### src/rtl/timer_pkg.sv
package timer_pkg;
    localparam logic [1:0] ADDR_CTL = 2'd0;
    localparam logic [1:0] ADDR_CNT = 2'd1;
    localparam logic [1:0] ADDR_PER = 2'd2;
    localparam logic [1:0] ADDR_SCL = 2'd3;

    localparam int BIT_EN   = 0;
    localparam int BIT_RL   = 1;
    localparam int BIT_FLAG = 2;
endpackage

### src/rtl/timer_prescaler.sv
module timer_prescaler #(
    parameter int SCALE_W = 8
) (
    input  logic               clk,
    input  logic               rst_n,
    input  logic               run,
    input  logic [SCALE_W-1:0] scale,
    input  logic               restart,
    input  logic [SCALE_W-1:0] restart_val,
    output logic               tick
);
    typedef struct packed {
        logic [SCALE_W-1:0] left;
    } pre_state_t;

    pre_state_t pre_d, pre_q;

    always_comb begin
        pre_d = pre_q;
        tick  = 1'b0;
        if (restart) begin
            pre_d.left = restart_val;
        end else if (!run) begin
            pre_d.left = scale;
        end else if (pre_q.left == '0) begin
            tick       = 1'b1;
            pre_d.left = scale;
        end else begin
            pre_d.left = pre_q.left - 1'b1;
        end
    end

    always_ff @(posedge clk or negedge rst_n) begin
        if (!rst_n) pre_q <= '0;
        else        pre_q <= pre_d;
    end
endmodule

### src/rtl/timer_downcount.sv
module timer_downcount #(
    parameter int CNT_W = 32
) (
    input  logic             clk,
    input  logic             rst_n,
    input  logic             tick,
    input  logic             load,
    input  logic [CNT_W-1:0] load_val,
    input  logic             auto_rl,
    input  logic [CNT_W-1:0] period,
    output logic [CNT_W-1:0] cnt,
    output logic             done,
    output logic             expire
);
    typedef struct packed {
        logic [CNT_W-1:0] value;
        logic             parked;
    } cnt_state_t;

    cnt_state_t cnt_d, cnt_q;

    always_comb begin
        cnt_d  = cnt_q;
        expire = 1'b0;
        if (load) begin
            cnt_d.value  = load_val;
            cnt_d.parked = 1'b0;
        end else if (tick && !cnt_q.parked) begin
            if (cnt_q.value == '0) begin
                expire = 1'b1;
                if (auto_rl) begin
                    cnt_d.value = period;
                end else begin
                    cnt_d.parked = 1'b1;
                end
            end else begin
                cnt_d.value = cnt_q.value - 1'b1;
            end
        end
    end

    always_ff @(posedge clk or negedge rst_n) begin
        if (!rst_n) cnt_q <= '0;
        else        cnt_q <= cnt_d;
    end

    assign cnt  = cnt_q.value;
    assign done = cnt_q.parked;
endmodule

### src/rtl/interval_timer.sv
module interval_timer #(
    parameter int CNT_W   = 32,
    parameter int SCALE_W = 8,
    parameter int BUS_W   = 32
) (
    input  logic             clk,
    input  logic             rst_n,
    input  logic             wr_en,
    input  logic [1:0]       addr,
    input  logic [BUS_W-1:0] wdata,
    output logic [BUS_W-1:0] rdata,
    output logic             irq
);
    import timer_pkg::*;

    localparam int CTL_W = 3;

    typedef struct packed {
        logic               en;
        logic               rl;
        logic               flag;
        logic [CNT_W-1:0]   period;
        logic [SCALE_W-1:0] scale;
    } top_state_t;

    top_state_t top_d, top_q;

    logic             wr_ctl, wr_cnt, wr_per, wr_scl;
    logic             tick, load, done, expire;
    logic [CNT_W-1:0] cnt;

    assign wr_ctl = wr_en && (addr == ADDR_CTL);
    assign wr_cnt = wr_en && (addr == ADDR_CNT);
    assign wr_per = wr_en && (addr == ADDR_PER);
    assign wr_scl = wr_en && (addr == ADDR_SCL);

    assign load = !top_q.en && (wr_cnt || wr_per);

    timer_prescaler #(.SCALE_W(SCALE_W)) u_pre (
        .clk         (clk),
        .rst_n       (rst_n),
        .run         (top_q.en),
        .scale       (top_q.scale),
        .restart     (wr_scl),
        .restart_val (wdata[SCALE_W-1:0]),
        .tick        (tick)
    );

    timer_downcount #(.CNT_W(CNT_W)) u_cnt (
        .clk      (clk),
        .rst_n    (rst_n),
        .tick     (tick),
        .load     (load),
        .load_val (wdata[CNT_W-1:0]),
        .auto_rl  (top_q.rl),
        .period   (top_q.period),
        .cnt      (cnt),
        .done     (done),
        .expire   (expire)
    );

    always_comb begin
        top_d = top_q;
        if (wr_ctl) begin
            top_d.en   = wdata[BIT_EN];
            top_d.rl   = wdata[BIT_RL];
            top_d.flag = top_q.flag & wdata[BIT_FLAG];
        end
        if (wr_per) top_d.period = wdata[CNT_W-1:0];
        if (wr_scl) top_d.scale  = wdata[SCALE_W-1:0];
        if (expire) top_d.flag   = 1'b1;
    end

    always_ff @(posedge clk or negedge rst_n) begin
        if (!rst_n) top_q <= '0;
        else        top_q <= top_d;
    end

    always_comb begin
        unique case (addr)
            ADDR_CTL: rdata = BUS_W'({top_q.flag, top_q.rl, top_q.en});
            ADDR_CNT: rdata = BUS_W'(cnt);
            ADDR_PER: rdata = BUS_W'(top_q.period);
            default:  rdata = BUS_W'(top_q.scale);
        endcase
    end

    assign irq = top_q.flag & top_q.en;

    logic unused_ok;
    assign unused_ok = &{1'b0, done, CTL_W[0]};
endmodule

### config.mk
export PLATFORM = sky130hd
export DESIGN_NAME = interval_timer
export DESIGN_NICKNAME = d
export VERILOG_FILES = /design/src/rtl/timer_pkg.sv /design/src/rtl/timer_prescaler.sv /design/src/rtl/timer_downcount.sv /design/src/rtl/interval_timer.sv
export SDC_FILE = /design/constraint.sdc
export NUM_CORES = 1
export LEC_CHECK = 0
export ABC_CLOCK_PERIOD_IN_PS = 3500
export BUFFER_PORTS_ARGS = -buffer_cell sky130_fd_sc_hd__buf_2
export CORE_MARGIN = 2
export CORE_UTILIZATION = 58
export DETAILED_ROUTE_END_ITERATION = 8
export PLACE_DENSITY = 0.8
export SYNTH_ARGS = -nofsm -noshare
export SYNTH_HDL_FRONTEND = slang
export SYNTH_SLANG_ARGS = --single-unit
### constraint.sdc
create_clock -name clk -period 3.5 [get_ports clk]
set_clock_uncertainty 0.2 [all_clocks]
set_input_delay 0.7 -clock clk [delete_from_list [all_inputs] [get_ports clk]]
set_output_delay 0.7 -clock clk [all_outputs]
set_load 0.1 [all_outputs]
Word-level counts from Yosys, hierarchy flattened

Cells that the tools add are included.

Bits in registers: 84
Bits in latches: 0
RAM bits: 0
Memory bits (read-only): 0
Input bits: 37
Output and inout bits: 33
Logic and storage cells: 52
Memories: 0

Add/subtract/negate cells: 2
Multiply operators: 0
Div/mod/pow operators: 0
Magnitude comparators: 0
Equality and inequality tests: 5
Shifts and indexed selects: 0
Multiplexer cells: 18
Bitwise gates (word level): 2
Reductions and logical operators: 17

Operators with widths:

| cell                                                                   | count |
|---|---|
| 32-bit case mux with 3 select lines                                    | 1 |
| 33-bit two-way mux                                                     | 2 |
| 32-bit two-way mux                                                     | 2 |
| 32-bit zero test                                                       | 1 |
| 32-bit by 1-bit subtractor with 32-bit output (second input constant)  | 1 |
| 8-bit two-way mux                                                      | 3 |
| 1-bit two-way mux                                                      | 10 |
| 8-bit zero test                                                        | 1 |
| 8-bit by 1-bit subtractor with 8-bit output (second input constant)    | 1 |
| 1-bit logical AND                                                      | 6 |
| 2-bit nonzero test                                                     | 3 |
| 2-bit equality test (second input constant)                            | 2 |
| 3-bit != test (second input constant)                                  | 1 |
| 3-bit AND reduction                                                    | 1 |
| 1-bit AND                                                              | 2 |
| 2-bit by 1-bit equality test with 1-bit output (second input constant) | 1 |
| 1-bit zero test                                                        | 2 |
| 2-bit zero test                                                        | 1 |
| 2-bit by 1-bit != test with 1-bit output (second input constant)       | 1 |
| 2-bit AND reduction                                                    | 1 |
| 1-bit logical OR                                                       | 1 |

Logic depth before layout (Yosys ltp)

Depth after elaboration: 8
Mapped depth: 9
Depth with buffers taken out: 8

By module

From an unflattened synthesis, not the netlist that was laid out.

Cells, all modules: 529
Area total of the unflattened synthesis: 5376.4 µm²

Modules (own cells, without submodules):

| module          | times used | cells an instance | area an instance (µm²) | seq. area each (µm²) |
|---|---|---|---|---|
| timer_downcount | 1          | 326               | 2601.2                 | 825.8 |
| interval_timer  | 1          | 145               | 2208.4                 | 1076.0 |
| timer_prescaler | 1          | 58                | 566.8                  | 200.2 |

Least setup slack after synthesis

No wires, ideal clock.

Path kind: input port to output port
Start: in addr[0]
End: out rdata[11]
Arrival time: 2.262 ns
Data required time: 2.600 ns
Setup slack: 0.338 ns
Stages on the path: 4
Buffers on the path: 2
Cells stage by stage: nor2b_1 > clkbuf_1 > clkbuf_1 > a22o_1

Longest elaborated chain between the ends: 2
Elaborated cells between the ends (all ways): 4
Those cells by class: 2 x eq/ne; 1 x mux; 1 x reduce/logical

Ends and longest elaborated chain:

| what                                              | line                 | source |
|---|---|---|
| start: declaration                                | interval_timer.sv:9  | `input logic [1:0] addr,` |
| 2-bit equality test, or another cell as far along | interval_timer.sv:80 | `unique case (addr)` |
| 32-bit case mux with 3 select lines *             | interval_timer.sv:80 |  |
| end: declaration                                  | interval_timer.sv:11 | `output logic [BUS_W-1:0] rdata,` |

Mark *: on every way between the ends. The rest lies on a longest branch, timed or not.

Worst setup path in the final report

Start: reg u_cnt.cnt_q (netlist bit u_cnt.cnt[0])
End: reg u_cnt.cnt_q (netlist bit u_cnt.cnt[18])

Longest elaborated chain between the ends: 4
Elaborated cells between the ends (all ways): 7
Those cells by class: 1 x add/sub; 1 x eq/ne; 3 x mux; 2 x reduce/logical

Ends and longest elaborated chain:

| what                                                                              | line                                         | source |
|---|---|---|
| start: declaration                                                                | timer_downcount.sv:20                        | `cnt_state_t cnt_d, cnt_q;` |
| start signal: assignment                                                          | timer_downcount.sv:44                        | `else cnt_q <= cnt_d;` |
| 32-bit by 1-bit subtractor with 32-bit output or 32-bit zero test (tied branches) | timer_downcount.sv:37, timer_downcount.sv:29 |  |
| 32-bit two-way mux                                                                | timer_downcount.sv:29                        | `if (cnt_q.value == '0) begin` |
| 33-bit two-way mux                                                                | timer_downcount.sv:28                        | `end else if (tick && !cnt_q.parked) begin` |
| 33-bit two-way mux                                                                | timer_downcount.sv:25                        | `if (load) begin` |

Parallel ways exist; a longest one is shown, timed or not. The select of a mux whose other input is x is not followed.
A chain may end at the register's enable or synchronous reset.

==> results.json <==
{
  "avgViaCountPerCell": 6.73,
  "die_h_um": 98.2,
  "syn2layout_area_growth_pct": 20.3,
  "r2r_slack_ns": 0.31,
  "netlist_area_um2": 5140,
  "fin_area_um2": 6190,
  "comb_power_share": 0.451,
  "dp_hpwl_mm": 9.93,
  "finalCritPeriodShare": 0.912,
  "ctsRootBufferMaster": "clkbuf_8",
  "synthTopCellsByCount": "dfrtp_1, nand2_1, nor2_1",
  "core_area_um2": 8680,
  "reg2reg_depth": 8,
  "ys_seq_area_frac": 0.409,
  "p_int_uw": 2420,
  "swShare": 0.452,
  "synth-edff-count": 0,
  "p_sw_uw": 2000,
  "grt_pass1_vias": 4817,
  "n_fill_cell": 650,
  "insertion_delay_ns": 0.37,
  "gp_congestion": 0.932,
  "crit_fanout": 10,
  "yosysMostFrequentCell": "dfrtp_1",
  "rsz0062_at_grt": "false",
  "outcome": "finished clean",
  "cp_cell_sequence": "inv_1, ha_1, nor4b_2, nand2_1, or4_1, a221oi_1, a21oi_1, nand3_1",
  "die_x_um": 98.2,
  "drtAntennaViolNets": 0,
  "clkSlewWorstSetupHoldPaths_ns": 0.08,
  "num_vias": 4902,
  "synth_cell_type_count": 63,
  "synth_top_area_cell": "dfrtp_1",
  "seq_power_share": 0.385,
  "crit_path_start": "u_cnt.cnt[0]$_DFFE_PN0P_",
  "die_area_um2": 9640,
  "ir_drop_uv": 498,
  "cts_tree": "done",
  "clk_path_buf_depth": 2,
  "antenna_found_initial": 2,
  "synth_top_area_frac": 0.409,
  "avgRoutedWirePerCell_um": 20.0,
  "ctsHtreeMaxLevel": 3,
  "drc": 0,
  "regArea_um2": 2100,
  "p_per_area_nw_per_um2": 715,
  "hold_buffers": 0,
  "slowest_stage": "nor4b_2",
  "clockPowerShare": 0.164,
  "drt-total-wl_mm": 14.6,
  "cts_sinks": 84,
  "drive_gt1_frac": 0.267,
  "ys_warn_count": 0,
  "grt_pass1_wl_mm": 24.2,
  "std_cell_rows": 34,
  "avgSynthCellArea_um2": 9.32,
  "worstPathRequired_ns": 3.60,
  "hold_path_class": "primary input to asynchronous set/reset pin",
  "drtIter0Drc": 509,
  "ios": 70,
  "cp-start-kind": "flip-flop",
  "r2r_start": "u_cnt.cnt[0]$_DFFE_PN0P_",
  "globalRouteTotalUtil": 0.310,
  "cts_post_setup_buffers_inserted": 0,
  "synth_area_leaders": "dfrtp_1, mux2_2, a22o_1",
  "max-cap-violations": 0,
  "r2r_end": "u_cnt.cnt[18]$_DFFE_PN0P_",
  "end_kind": "flip-flop",
  "io_buffers": 69,
  "tightest_slew_ns": 1.07,
  "setup_violations": 0,
  "maxSlewViolCount": 0,
  "post_cts_resized": 0,
  "setup-tns-final_ns": 0,
  "nets": 655,
  "ys_ff_latch": 84,
  "placed_area_um2": 5980,
  "cts_buffers": 9,
  "async_flop_share": 1.00,
  "drt_pass1_iterations": 5,
  "worst-endpoint-arrival_ns": 3.30,
  "syn_nets": 593,
  "hold_viol_final": 0,
  "p_leak_uw": 0.00258,
  "fmax_mhz": 313,
  "ys.flop_type": "dfrtp_1",
  "slowest_delay_ns": 0.60,
  "crit_type": "flip-flop to flip-flop",
  "netlist_instances": 552,
  "grt_overflow": 0,
  "crit_end": "u_cnt.cnt[18]$_DFFE_PN0P_",
  "period_minus_slack_ns": 3.19,
  "grt_max_degree": 85,
  "multi_input_area_um2": 2860,
  "initial_utilization": 0.593,
  "slew-limit-headroom": 0.290
}
==> cell usage in the layout, fill, tap and decap left out, types with 5 or more instances in the layout <==
cell,Yosys,routed
clkbuf_8,0,11
o31ai_1,5,5
xor2_1,11,11
a31oi_1,13,13
nand4_1,6,6
a211oi_1,5,5
a21oi_1,33,33
buf_2,7,44
a221o_1,5,5
buf_4,0,23
nand2_1,61,61
nand3_1,14,14
nor2_1,49,49
buf_12,0,24
nor4_1,8,7
o22ai_1,12,12
xnor2_1,11,11
dfrtp_1,84,84
o21ai_0,27,26
mux2_2,39,39
or4_1,5,5
a22o_1,29,29
nor3_1,15,15
or3_1,5,5
==> logic make-up (layout without fill, tap and decap cells) <==
family / count (synthesis) / in the layout / synth area share
AOI/OAI and AO/OA: 158 / 158 / 0.209
xor gates and xnor gates: 22 / 22 / 0.0375
adders and majority gates: 4 / 4 / 0.00973
buffers and inverters: 44 / 111 / 0.0382
DFF: 84 / 84 / 0.409
muxes: 47 / 47 / 0.109
other: 0 / 1 / 0
and+or+nand+nor: 193 / 193 / 0.187
==> sequential cells by signal, summed over array words and instances, names as in the netlist <==
| name | flops |
|---|---|
| top_q | 43 |
| u_pre.pre_q | 8 |
| u_cnt.done | 1 |
| u_cnt.cnt | 32 |
==> stage by stage <==
| step | power [uW] | cells | hold WS, ns | util | setup slack [ns] |
|---|---|---|---|---|---|
| after floorplan | 3070 | 552 | 0.204 | - | 0.338 |
| after global placement | 3600 | 711 | 0.269 | 0.689 | 0.549 |
| after detailed placement | 3670 | 711 | 0.297 | 0.689 | 0.446 |
| after CTS | 4400 | 727 | 0.316 | 0.713 | 0.391 |
| after global routing | 4650 | 728 | 0.342 | 0.713 | 0.137 |
| final | 4420 | 728 | 0.319 | 0.713 | 0.307 |
==> worst min path at each step <==
stage	from	end	depth (start not counted)
6_report	rst_n	top_q[35]$_DFFE_PN0P_	1
5_1_grt	u_cnt.done$_DFFE_PN0P_	u_cnt.done$_DFFE_PN0P_	2
4_1_cts	u_cnt.done$_DFFE_PN0P_	u_cnt.done$_DFFE_PN0P_	2
3_5_place_dp	u_cnt.done$_DFFE_PN0P_	u_cnt.done$_DFFE_PN0P_	2
3_3_place_gp	u_cnt.done$_DFFE_PN0P_	u_cnt.done$_DFFE_PN0P_	2
2_1_floorplan	rst_n	top_q[0]$_DFFE_PN0P_	0
==> metal layers <==
| layer | global-route usage | wire [um] | up-vias | share of wire |
|---|---|---|---|---|
| met3 | 0.0680 | 1280 | 41 | 0.088 |
| met4 | 0.117 | 449 | 0 | 0.031 |
| met2 | 0.497 | 6940 | 271 | 0.48 |
| met1 | 0.417 | 5910 | 2411 | 0.41 |
| li1 | - | - | 2179 | - |
| met5 | 0 | 0 | - | 0 |
==> layout make-up <==
cell class                      count  share of cell area
Clock inverter                      4             0.00768
Clock buffer                       12              0.0251
Tap cell                          108              0.0218
Antenna cell                        1            0.000404
Timing Repair Buffer               91               0.141
Sequential cell                    84               0.340
Multi-Input combinational cell    424               0.462
Inverter                            4             0.00243
==> power groups by stage <==
stage	clock, uW	sequential (uW)	combinational [uW]
after global routing	770	1750	2130
after floorplan	0	1550	1520
after global placement	0	1690	1910
after detailed placement	0	1700	1970
final	725	1700	2000
after CTS	726	1690	1980
==> worst max-delay path, delay by kind of cell (launching register included) <==
family,cells,cell delay (ns)
flops,1,0.45
fa+ha+maj,1,0.23
compound gates,2,0.35
buf+inv,1,0.14
simple gates,4,1.75
No activity file was read; power rests on OpenSTA's default activity.
